===== config.mk =====
export PLATFORM = sky130hd
export DESIGN_NAME = link_odd_inv_enc
export DESIGN_NICKNAME = d
export VERILOG_FILES = /design/src/rtl/link_odd_inv_enc.sv
export SDC_FILE = /design/constraint.sdc
export NUM_CORES = 1
export LEC_CHECK = 0
export BUFFER_PORTS_ARGS = -buffer_cell sky130_fd_sc_hd__buf_4
export CORE_MARGIN = 2
export CORE_UTILIZATION = 52
export DETAILED_ROUTE_END_ITERATION = 8
export GPL_ROUTABILITY_DRIVEN = 0
export GPL_TIMING_DRIVEN = 1
export PLACE_DENSITY = 0.79
export SKIP_CTS_REPAIR_TIMING = 1
export SLEW_MARGIN = 20
export SYNTH_ARGS = -nofsm -noshare
export SYNTH_HDL_FRONTEND = slang
export SYNTH_SLANG_ARGS = --single-unit

===== constraint.sdc =====
create_clock -name clk -period 5.7 [get_ports clk]
set_clock_uncertainty 0.1 [all_clocks]
set_input_delay 0.855 -clock clk [delete_from_list [all_inputs] [get_ports clk]]
set_output_delay 0.855 -clock clk [all_outputs]
set_load 0.01 [all_outputs]

===== src/rtl/link_odd_inv_enc.sv =====
module link_odd_inv_enc #(
  parameter int W = 8
) (
  input  logic         clk,
  input  logic         rst_n,
  input  logic         in_valid,
  output logic         in_ready,
  input  logic         in_hdr,
  input  logic [W-2:0] in_payload,
  output logic         link_valid,
  input  logic         link_ready,
  output logic [W-1:0] link_flit,
  output logic [W-2:0] dec_payload
);
  localparam int NP = W - 1;
  localparam int CW = $clog2(W) + 1;

  function automatic logic [W-1:0] odd_lines();
    logic [W-1:0] m;
    for (int i = 0; i < W; i++) m[i] = (i % 2) == 1;
    return m;
  endfunction

  localparam logic [W-1:0] ODD = odd_lines();

  if (W < 4 || (W % 2) != 0) begin : g_bad_width
    $error("W must be even and at least 4");
  end

  function automatic logic [1:0] pair_cost(input logic [1:0] prv, input logic [1:0] nxt);
    logic [1:0] d;
    d = prv ^ nxt;
    if (d == 2'b01 || d == 2'b10) return 2'd1;
    if (d == 2'b11 && nxt[0] != nxt[1]) return 2'd2;
    return 2'd0;
  endfunction

  logic          take;
  logic [W-1:0]  cur, cand, enc;
  logic [NP-1:0] vote;
  logic [CW-1:0] votes;
  logic          do_inv;

  assign in_ready = !link_valid || link_ready;
  assign take     = in_valid && in_ready;
  assign cur      = {1'b0, in_payload};
  assign cand     = cur ^ ODD;

  for (genvar i = 0; i < NP; i++) begin : g_pair
    logic [1:0] c_raw, c_inv;
    assign c_raw   = pair_cost(link_flit[i+1:i], cur[i+1:i]);
    assign c_inv   = pair_cost(link_flit[i+1:i], cand[i+1:i]);
    assign vote[i] = c_inv < c_raw;
  end

  always_comb begin
    votes = '0;
    for (int i = 0; i < NP; i++) votes = votes + CW'(vote[i]);
  end

  assign do_inv = !in_hdr && ((int'(votes) * 2) > NP);
  assign enc    = do_inv ? cand : cur;

  always_ff @(posedge clk) begin
    if (!rst_n) begin
      link_flit  <= '0;
      link_valid <= 1'b0;
    end else if (take) begin
      link_flit  <= enc;
      link_valid <= 1'b1;
    end else if (link_ready) begin
      link_valid <= 1'b0;
    end
  end

  assign dec_payload = link_flit[W-2:0] ^ (link_flit[W-1] ? ODD[W-2:0] : '0);

  assert_reset_clear_R1: assert property (@(posedge clk)
    $rose(rst_n) |-> (!link_valid && link_flit == '0));

  assert_header_plain_R2: assert property (@(posedge clk) disable iff (!rst_n)
    (take && in_hdr) |=> link_flit == {1'b0, $past(in_payload)});

  assert_even_kept_R4: assert property (@(posedge clk) disable iff (!rst_n)
    take |=> (link_flit[W-2:0] & ~ODD[W-2:0]) == ($past(in_payload) & ~ODD[W-2:0]));

  assert_roundtrip_R6: assert property (@(posedge clk) disable iff (!rst_n)
    take |=> (link_valid && dec_payload == $past(in_payload)));

  assert_stall_hold_R8: assert property (@(posedge clk) disable iff (!rst_n)
    (link_valid && !link_ready) |=> (link_valid && $stable(link_flit)));
endmodule


==> results.sh <==
export IMPL_instances_no_fill=175
export IMPL_worstSetupStartpointType="input pin"
export IMPL_critPathRequiredTime_ns=5.75
export IMPL_vias=927
export IMPL_diodes=0
export IMPL_status="finished clean"
export IMPL_via_per_inst=5.297
export IMPL_synth_largest_area_cell="ha_1"
export IMPL_final_layout_size_suffix_gt1_share_pct=24.32
export IMPL_arrival_ns=4.49
export IMPL_synth_nets=158
export IMPL_clk_pin_slew_ns=0.07
export IMPL_power_leakage_nw=0.6841
export IMPL_io_buffers=28
export IMPL_num_rows=16
export IMPL_synth_xor_area_share_pct=15.01
export IMPL_synthAdderAreaFrac_pct=25.96
export IMPL_nets=182
export IMPL_coreArea_um2=1982
export IMPL_track_usage_pct=19.76
export IMPL_synth_main_ff_cell="dfxtp_1"
export IMPL_drt_iter0_markers=13
export IMPL_synth_edf_count=0
export IMPL_yosys_register_bits=9
export IMPL_fp_dieArea_um2=2517
export IMPL_numClockSinks=9
export IMPL_syn_avg_cell_area_um2=8.869
export IMPL_synth_most_common_cell="ha_1"
export IMPL_setup_tns_ns=0
export IMPL_hold_class="flip-flop to flip-flop"
export IMPL_fp_dieW_um=50.17
export IMPL_firstDrtPassIters=4
export IMPL_synthTopCellsByCount="ha_1 (19), xor2_1 (17), nand2_1 (12), dfxtp_1 (9), inv_1 (7)"
export IMPL_root_buffer="clkbuf_4"
export IMPL_final_fill_count=170
export IMPL_grt_pass1_wl_mm=3.933
export IMPL_synthMuxAreaShare_pct=0
export IMPL_vdd_ir_drop_max_v=0.0002055
export IMPL_cp_end_kind="flip-flop"
export IMPL_synth_compound_area_share_pct=13.32
export IMPL_period_needed_ns=4.444
export IMPL_synthSimpleGateAreaFrac_pct=22.35
export IMPL_hpwl_mm=1.890
export IMPL_fin_util_pct=66.98
export IMPL_drc_errors=0
export IMPL_dp_cells=171
export IMPL_drv_cap=0
export IMPL_start_util_pct=55.93
export IMPL_wl_per_cell_um=12.87
export IMPL_total_power_uw=410.7
export IMPL_worst_pin_slew_ns=0.4812
export IMPL_htree_levels=1
export IMPL_worstPathMaxFanout=7
export IMPL_grt_pass1_vias=925
export IMPL_areaGrowthSynthToFinish_pct=19.75
export IMPL_wirelength_mm=2.252
export IMPL_ios=29
export IMPL_ys_warn_count=0
export IMPL_synth_top_family_by_area="adder cells"
export IMPL_grt_remaining_overflow=0
export IMPL_fmax_ghz=0.2250
export IMPL_post_synth_inst_count=125
export IMPL_seq_area_frac_synth_pct=16.25
export IMPL_grt_max_degree=12
export IMPL_fin_crit_sh_pct=77.96
export IMPL_cts_tree="yes"
export IMPL_maxSlewHeadroom_pct=67.92
export IMPL_die_h_um=50.17
export IMPL_yosys_top_cells_area="ha_1 (21%), dfxtp_1 (16%), xor2_1 (13%), nand2_1 (4.1%), fa_1 (3.6%)"
export IMPL_synth_top_area_share_pct=21.44
export IMPL_cts_buffers=3
export IMPL_power_density_nw_per_um2=309.4
export IMPL_insertion_delay_ns=0.27
export IMPL_ant_nets=0
export IMPL_rsz0062_at_grt="no"
export IMPL_ys_types=29
export IMPL_antenna_found_initial=0
export IMPL_synth_area_um2=1109
export IMPL_criticalPathCategory="input pin to flip-flop"
export IMPL_drv_slew=0
export IMPL_cts_buffer_depth=2
export IMPL_hold_viol=0
export IMPL_setup_viol_count_final=0
export IMPL_async_flop_share_pct=0
-- state kept, by name, indices dropped and copies added (netlist names) --
name / count
link_flit: 8
link_valid: 1
-- final timing paths --
check                                          startpoint                   endpoint  slack [ns]  depth (start not counted)
worst max-delay path                        in_payload[2]  link_flit[5]$_SDFFE_PN0P_        1.26                         14
worst min-delay path            link_flit[2]$_SDFFE_PN0P_  link_flit[2]$_SDFFE_PN0P_        0.41                          2
worst max register to register  link_flit[1]$_SDFFE_PN0P_  link_flit[5]$_SDFFE_PN0P_        1.56                         14
worst min register to register  link_flit[2]$_SDFFE_PN0P_  link_flit[2]$_SDFFE_PN0P_        0.41                          2
-- power by group --
group | leakage [nW] | total [mW] | switching (mW) | internal [mW]
Sequential | 0.0745 | 0.0838 | 0.0131 | 0.0707
Combinational | 0.592 | 0.276 | 0.145 | 0.131
Clock | 0.0177 | 0.0512 | 0.0252 | 0.0259
-- kinds of logic (layout without fill, tap and decap cells) --
family                     Yosys count  in the layout
AOI/OAI and AO/OA                   18             18
xor gates and xnor gates            19             19
adders and majority gates           22             22
buffers and inverters               16             39
DFF                                  9              9
and+or+nand+nor                     41             41
-- per-stage QoR --
stage	setup WS, ns	hold slack, ns	area, µm²
6_report	1.256	0.4133	1328
5_1_grt	1.018	0.4448	1328
4_1_cts	1.258	0.4175	1328
3_5_place_dp	0.9731	0.4080	1300
3_3_place_gp	1.082	0.3978	1300
2_1_floorplan	1.128	0.4221	1109
-- critical path, cell delays in order --
cell       delay (ns)
buf_4            0.14
xor2_1           0.32
ha_1             0.33
nor3b_1          0.20
ha_1             0.26
a21o_1           0.19
fa_1             0.50
inv_1            0.06
fa_1             0.47
ha_1             0.29
nand2_1          0.08
a2111oi_4        0.51
o211a_1          0.23
nor3_1           0.05
-- layer usage --
layer / up-vias / global-route usage (%) / part of all wire (%)
li1: 475 / - / -
met1: 426 / 25.60 / 48
met2: 22 / 33.11 / 48
met3: 4 / 1.190 / 3.2
met4: 0 / 9.722 / 1.4
met5: - / 0 / 0
-- cell usage in the layout, fill, tap and decap left out, types with 4 or more instances in the layout --
cell and instances:
buf_4 28, ha_1 19, xor2_1 17, nand2_1 12, dfxtp_1 9, inv_1 7
nor3b_1 5, nand3b_1 5, a21boi_0 5, nand2b_1 4, nor3_1 4
-- area by class of cell --
type	instances	area [µm²]	area share [%]
multi-input cells	100	849.6	64.00
repair buffers	28	210.2	15.83
flip-flops and latches	9	180.2	13.57
well taps	27	33.78	2.545
inverters	7	26.28	1.979
clock buffers	3	22.52	1.697
clock inverters	1	5.005	0.3770
(Power assumes the default switching activity.)
